===== src/rtl/cmp_timer_pkg.sv =====
package cmp_timer_pkg;

   typedef enum logic [1:0] {
      WM_FREE  = 2'd0,
      WM_PWM_A = 2'd1,
      WM_CTC   = 2'd2,
      WM_PWM_B = 2'd3
   } wmode_t;

   typedef enum logic [1:0] {
      ACT_NONE   = 2'd0,
      ACT_TOGGLE = 2'd1,
      ACT_CLEAR  = 2'd2,
      ACT_SET    = 2'd3
   } pin_act_t;

   localparam int ADDR_W  = 2;
   localparam logic [ADDR_W-1:0] REG_CNT = 2'd0;
   localparam logic [ADDR_W-1:0] REG_TOP = 2'd1;
   localparam logic [ADDR_W-1:0] REG_CTL = 2'd2;
   localparam logic [ADDR_W-1:0] REG_FLG = 2'd3;

   localparam int NUM_FLAGS = 2;
   localparam int FLG_OVF   = 0;
   localparam int FLG_CMP   = 1;

endpackage


===== src/rtl/cmp_timer_count.sv =====
module cmp_timer_count #(
   parameter int CNT_W = 8
) (
   input  logic             clk,
   input  logic             rst_n,
   input  logic             tick,
   input  logic             load,
   input  logic [CNT_W-1:0] load_val,
   input  logic             clear_on_match,
   input  logic             match,
   output logic [CNT_W-1:0] cnt,
   output logic             wrap
);
   localparam logic [CNT_W-1:0] CNT_MAX = '1;

   logic [CNT_W-1:0] cnt_d;

   assign wrap = tick && !load && (cnt == CNT_MAX);

   always_comb begin
      cnt_d = cnt;
      if (load)
         cnt_d = load_val;
      else if (tick) begin
         if (clear_on_match && match)
            cnt_d = '0;
         else
            cnt_d = cnt + 1'b1;
      end
   end

   always_ff @(posedge clk or negedge rst_n) begin
      if (!rst_n)
         cnt <= '0;
      else
         cnt <= cnt_d;
   end
endmodule


===== src/rtl/cmp_timer_pin.sv =====
module cmp_timer_pin #(
   parameter int CNT_W = 8
) (
   input  logic                     clk,
   input  logic                     rst_n,
   input  logic                     tick,
   input  logic                     load,
   input  logic [CNT_W-1:0]         cnt,
   input  logic [CNT_W-1:0]         top,
   input  cmp_timer_pkg::pin_act_t  act,
   output logic                     match,
   output logic                     wave
);
   import cmp_timer_pkg::*;

   logic wave_d;

   assign match = tick && !load && (cnt == top);

   always_comb begin
      wave_d = wave;
      if (match) begin
         unique case (act)
            ACT_TOGGLE: wave_d = !wave;
            ACT_CLEAR:  wave_d = 1'b0;
            ACT_SET:    wave_d = 1'b1;
            default:    wave_d = wave;
         endcase
      end
   end

   always_ff @(posedge clk or negedge rst_n) begin
      if (!rst_n)
         wave <= 1'b0;
      else
         wave <= wave_d;
   end
endmodule


===== src/rtl/cmp_timer_flags.sv =====
module cmp_timer_flags #(
   parameter int NF           = 2,
   parameter bit SET_PRIORITY = 1'b1
) (
   input  logic          clk,
   input  logic          rst_n,
   input  logic [NF-1:0] set,
   input  logic [NF-1:0] clr,
   output logic [NF-1:0] q
);
   for (genvar i = 0; i < NF; i++) begin : g_flag
      if (SET_PRIORITY) begin : g_set_wins
         always_ff @(posedge clk or negedge rst_n) begin
            if (!rst_n)      q[i] <= 1'b0;
            else if (set[i]) q[i] <= 1'b1;
            else if (clr[i]) q[i] <= 1'b0;
         end
      end else begin : g_clr_wins
         always_ff @(posedge clk or negedge rst_n) begin
            if (!rst_n)      q[i] <= 1'b0;
            else if (clr[i]) q[i] <= 1'b0;
            else if (set[i]) q[i] <= 1'b1;
         end
      end
   end
endmodule


===== src/rtl/cmp_timer.sv =====
module cmp_timer #(
   parameter int CNT_W        = 8,
   parameter bit SET_PRIORITY = 1'b1
) (
   input  logic             clk,
   input  logic             rst_n,
   input  logic             tick,
   input  logic             bus_wr,
   input  logic [1:0]       bus_addr,
   input  logic [CNT_W-1:0] bus_wdata,
   output logic [CNT_W-1:0] bus_rdata,
   input  logic             ack_ovf,
   input  logic             ack_cmp,
   output logic             wave_out,
   output logic             ovf_flag,
   output logic             cmp_flag
);
   import cmp_timer_pkg::*;

   if (CNT_W < 4) begin : g_bad_width
      $error("cmp_timer: CNT_W must be at least 4 to hold the control field");
   end

   logic [CNT_W-1:0]     cnt_q;
   logic [CNT_W-1:0]     cmp_q;
   wmode_t               mode_q;
   pin_act_t             act_q;
   logic                 cnt_wr;
   logic                 top_wr;
   logic                 ctl_wr;
   logic                 flg_wr;
   logic                 match;
   logic                 wrap;
   logic                 ctc_on;
   logic [NUM_FLAGS-1:0] flg_set;
   logic [NUM_FLAGS-1:0] flg_clr;
   logic [NUM_FLAGS-1:0] flg_q;

   assign cnt_wr = bus_wr && (bus_addr == REG_CNT);
   assign top_wr = bus_wr && (bus_addr == REG_TOP);
   assign ctl_wr = bus_wr && (bus_addr == REG_CTL);
   assign flg_wr = bus_wr && (bus_addr == REG_FLG);
   assign ctc_on = (mode_q == WM_CTC);

   always_ff @(posedge clk or negedge rst_n) begin
      if (!rst_n) begin
         cmp_q  <= '0;
         mode_q <= WM_FREE;
         act_q  <= ACT_NONE;
      end else begin
         if (top_wr) cmp_q <= bus_wdata;
         if (ctl_wr) begin
            mode_q <= wmode_t'(bus_wdata[1:0]);
            act_q  <= pin_act_t'(bus_wdata[3:2]);
         end
      end
   end

   cmp_timer_count #(.CNT_W(CNT_W)) u_count (
      .clk            (clk),
      .rst_n          (rst_n),
      .tick           (tick),
      .load           (cnt_wr),
      .load_val       (bus_wdata),
      .clear_on_match (ctc_on),
      .match          (match),
      .cnt            (cnt_q),
      .wrap           (wrap)
   );

   cmp_timer_pin #(.CNT_W(CNT_W)) u_pin (
      .clk   (clk),
      .rst_n (rst_n),
      .tick  (tick),
      .load  (cnt_wr),
      .cnt   (cnt_q),
      .top   (cmp_q),
      .act   (act_q),
      .match (match),
      .wave  (wave_out)
   );

   always_comb begin
      flg_set          = '0;
      flg_set[FLG_OVF] = wrap;
      flg_set[FLG_CMP] = match;
      flg_clr          = '0;
      flg_clr[FLG_OVF] = ack_ovf || (flg_wr && bus_wdata[FLG_OVF]);
      flg_clr[FLG_CMP] = ack_cmp || (flg_wr && bus_wdata[FLG_CMP]);
   end

   cmp_timer_flags #(.NF(NUM_FLAGS), .SET_PRIORITY(SET_PRIORITY)) u_flags (
      .clk   (clk),
      .rst_n (rst_n),
      .set   (flg_set),
      .clr   (flg_clr),
      .q     (flg_q)
   );

   assign ovf_flag = flg_q[FLG_OVF];
   assign cmp_flag = flg_q[FLG_CMP];

   always_comb begin
      bus_rdata = '0;
      unique case (bus_addr)
         REG_CNT: bus_rdata = cnt_q;
         REG_TOP: bus_rdata = cmp_q;
         REG_CTL: begin
            bus_rdata[1:0] = mode_q;
            bus_rdata[3:2] = act_q;
         end
         default: bus_rdata[NUM_FLAGS-1:0] = flg_q;
      endcase
   end
endmodule


===== config.mk =====
export PLATFORM = sky130hd
export DESIGN_NAME = cmp_timer
export DESIGN_NICKNAME = d
export VERILOG_FILES = /design/src/rtl/cmp_timer_pkg.sv /design/src/rtl/cmp_timer_count.sv /design/src/rtl/cmp_timer_pin.sv /design/src/rtl/cmp_timer_flags.sv /design/src/rtl/cmp_timer.sv
export SDC_FILE = /design/constraint.sdc
export NUM_CORES = 1
export LEC_CHECK = 0
export CAP_MARGIN = 20
export CORE_MARGIN = 2
export CORE_UTILIZATION = 40
export DETAILED_ROUTE_END_ITERATION = 10
export PLACE_DENSITY = 0.66
export SLEW_MARGIN = 20
export SYNTH_ARGS = -nofsm -noshare
export SYNTH_HDL_FRONTEND = slang
export SYNTH_HIERARCHICAL = 1
export SYNTH_SLANG_ARGS = --single-unit

===== constraint.sdc =====
create_clock -name clk -period 2.1 [get_ports clk]
set_input_delay 0.525 -clock clk [delete_from_list [all_inputs] [get_ports clk]]
set_output_delay 0.525 -clock clk [all_outputs]
set_load 0.03 [all_outputs]

==> flow_metrics.py <==
metrics = {
    "yosys": {
        "syn-num-nets": 151,
        "yosys.area.top_type": "dfrtp_1",
        "yosysTopAreaCellShare_pct": 39.6,
        "ys_top_cells_by_area": "dfrtp_1, mux2_2, mux2i_1",
        "synthCells": 134,
        "avgSynthCellArea_um2": 10.8,
        "synth.distinct_cells": 40,
        "synth-warning-count": 6,
        "ys_seq_elements": 23,
        "netlist_area_um2": 1450,
        "synth-seq-area-share_pct": 39.6,
    },
    "sta": {
        "fmax_mhz": 513,
        "min_period_ns": 1.95,
        "setup_ws_ns": 0.152,
        "rsz0062_at_grt": "false",
        "min_period_over_period_pct": 92.7,
        "worst_slew_pin_slew_ns": 0.310,
        "maxSlewViolCount": 0,
        "finalSetupViolCount": 0,
        "hold_viol": 0,
        "finClkSkew_ns": 0.00675,
        "relSlewSlack_pct": 79.1,
    },
    "critical_path": {
        "crit_type": "input port to register",
        "crit_fanout": 5,
        "cp.arrival_ns": 2.16,
        "crit_path_end_kind": "register",
        "cp-start-kind": "input port",
        "cp.required_ns": 2.31,
    },
    "power_and_ir_drop": {
        "internal_power_mw": 0.903,
        "p_seq_share_pct": 44.5,
        "vdd_ir_drop_max_mv": 0.319,
        "p_sw_mw": 0.535,
        "clock_power_share_pct": 14.4,
        "p_sw_share_pct": 37.2,
        "p_leak_nw": 0.804,
        "p_comb_share_pct": 41.1,
        "powerDensity_nw_per_um2": 785,
    },
    "floorplanning": {
        "core_area_um2": 3420,
        "row_count": 21,
        "initial_core_util_pct": 42.5,
        "ios": 27,
        "fp.dieH_um": 64.3,
        "die_w_um": 64.3,
        "dieArea_um2": 4130,
    },
    "global_routing": {
        "grt_usage_pct": 16.7,
        "grt_pass1_wl_um": 5340,
        "overflow": 0,
        "grt_start_max_net_pins": 24,
        "antenna_found_initial": 0,
        "grt_pass1_vias": 1131,
    },
    "finish": {
        "fillCellCount": 314,
        "syn_to_final_growth_pct": 26.1,
        "fin_nets": 188,
        "final_cell_area_um2": 1830,
        "multi_input_area_um2": 835,
        "diodes": 0,
        "drive_above_1_share_pct": 30.6,
        "seqCellArea_um2": 576,
    },
    "placement": {
        "portBuffers": 26,
        "postPlaceCellArea_um2": 1810,
        "dp_slack_ns": -0.687,
        "place_congestion": 0.805,
        "dp_hpwl_um": 2430,
    },
    "run_status": {
        "status": "complete, no violations",
    },
    "cts": {
        "cts_sinks": 23,
        "insertion_delay_ns": 0.31,
        "cts_buffer_depth": 2,
        "cts_hold_buf": 0,
        "htree_levels": 1,
        "cts_tree": "done",
        "clockRootBuffer": "clkbuf_4",
        "clk_pin_slew_ns": 0.13,
        "numCtsBuffers": 3,
    },
    "worst_hold_path": {
        "hold_class": "register to register",
    },
    "job": {
        "drv_cap": 0,
    },
    "routing": {
        "viasPerCell": 5.39,
        "drt_iter0_drc": 33,
        "drc": 0,
        "num_vias": 1164,
        "drt-total-wl_um": 3210,
        "firstDrtPassIters": 4,
        "detail-route-antenna-nets": 0,
        "routedWlPerCell_um": 14.9,
    },
}
[Yosys cell counts]
master and count:
a21bo_2 1, a21boi_0 2, a21o_1 2, a21oi_1 3, a22oi_1 1, a2bb2oi_1 2
a31oi_1 1, a41o_2 2, a41oi_1 1, buf_2 3, buf_4 3, dfrtp_1 23
ha_1 1, inv_1 5, mux2_2 13, mux2i_1 6, mux4_2 2, nand2_1 8
nand2_2 1, nand2b_1 3, nand3_1 4, nand3b_1 2, nand3b_4 2, nand4_1 3
nor2_1 6, nor2b_1 2, nor3_2 1, nor3b_1 2, nor4_1 4, nor4_2 1
o21ai_0 7, o21ai_1 2, o21ai_2 1, o22ai_1 1, o31a_1 1, o31ai_1 1
or2_0 1, xnor2_1 6, xnor2_2 3, xor2_1 1
[final timing paths]
path                                             from                          to  cells past startpoint  slack (ns)
max                                            bus_wr  u_count/cnt[5]$_DFFE_PN0P_                      8        0.15
min                          u_flags/q[1]$_DFFE_PN0P_    u_flags/q[1]$_DFFE_PN0P_                      1        0.52
max reg2reg                u_count/cnt[7]$_DFFE_PN0P_  u_count/cnt[5]$_DFFE_PN0P_                      7        0.27
min reg2reg                  u_flags/q[1]$_DFFE_PN0P_    u_flags/q[1]$_DFFE_PN0P_                      1        0.52
max in group asynchronous                       rst_n  u_count/cnt[7]$_DFFE_PN0P_                      2        1.30
min in group asynchronous                       rst_n        cmp_q[1]$_DFFE_PN0P_                      2        0.56
[power by group through the flow]
stage | clock network, mW | logic [mW] | registers [mW]
2_1_floorplan | 0 | 0.371 | 0.655
3_5_place_dp | 0 | 0.590 | 0.651
6_report | 0.207 | 0.591 | 0.640
4_1_cts | 0.219 | 0.594 | 0.643
5_1_grt | 0.235 | 0.635 | 0.659
3_3_place_gp | 0 | 0.583 | 0.648
[cell families after synthesis]
| group | count (synthesis) | synth area share [%] |
|---|---|---|
| adders and majority gates | 1 | 0.861 |
| AOI/OAI and AO/OA | 28 | 13.4 |
| DFF | 23 | 39.6 |
| muxes | 21 | 17.3 |
| xor gates and xnor gates | 10 | 7.58 |
| buffers and inverters | 11 | 3.88 |
| and+or+nand+nor | 40 | 17.4 |
[flip-flops by register name (all words and copies together), names as in the netlist]
name and cells:
u_count/cnt 8, u_pin/wave 1, act_q 2, cmp_q 8, mode_q 2, u_flags/q 2
[worst max-delay path, cell delays in order]
cell and delay, ns:
clkdlybuf4s50_1 0.42, nor3b_2 0.17, nand2b_1 0.20, nor4_4 0.27, nand2_1 0.17, o21ai_0 0.11, a21oi_1 0.08, o31a_1 0.23
[per-stage QoR]
stage | util [%] | hold slack, ns | cells | power [mW] | TNS [ns]
final | 53.6 | 0.522 | 216 | 1.44 | 0
after global routing | 53.6 | 0.545 | 216 | 1.53 | 0
after floorplan | - | 0.229 | 134 | 1.03 | 0
after global placement | 53.1 | 0.488 | 212 | 1.23 | -5.75
after detailed placement | 53.1 | 0.495 | 212 | 1.24 | -6.38
after CTS | 53.8 | 0.526 | 216 | 1.46 | 0
[per-layer routing]
layer	vias up	global-route usage (%)	wire length (µm)
met1	569	22.2	1550
met2	25	27.7	1480
met4	0	5.85	45
met5	-	0	0
li1	566	-	-
met3	4	2.29	134
[cells in the final DEF, fill, tap and decap left out, drive strengths merged, types with 3 or more instances in the layout]
master,Yosys,layout
dfrtp,23,23
clkdlybuf4s50,0,16
nand3,4,4
nand4,3,3
mux2i,6,6
o21ai,10,10
clkbuf,0,5
nor4,5,5
inv,5,5
nand2,9,9
nor2,6,6
nand2b,3,3
xnor2,9,9
a21oi,3,3
nand3b,4,4
mux2,13,13
buf,6,20
[timing repair]
action / CTS / global route
buffers inserted: 0 / 0
pin swaps: 0 / 0
resized for setup: 14 / 1
endpoints found under the setup margin: 16 / 2
[cell type report]
cell class | instances | share of cell area (%)
clock buffers | 4 | 1.43
inverters | 5 | 1.02
multi-input cells | 100 | 45.6
flip-flops and latches | 23 | 31.4
well taps | 46 | 3.14
repair buffers | 38 | 17.4
No activity file was read; power rests on OpenSTA's default activity.
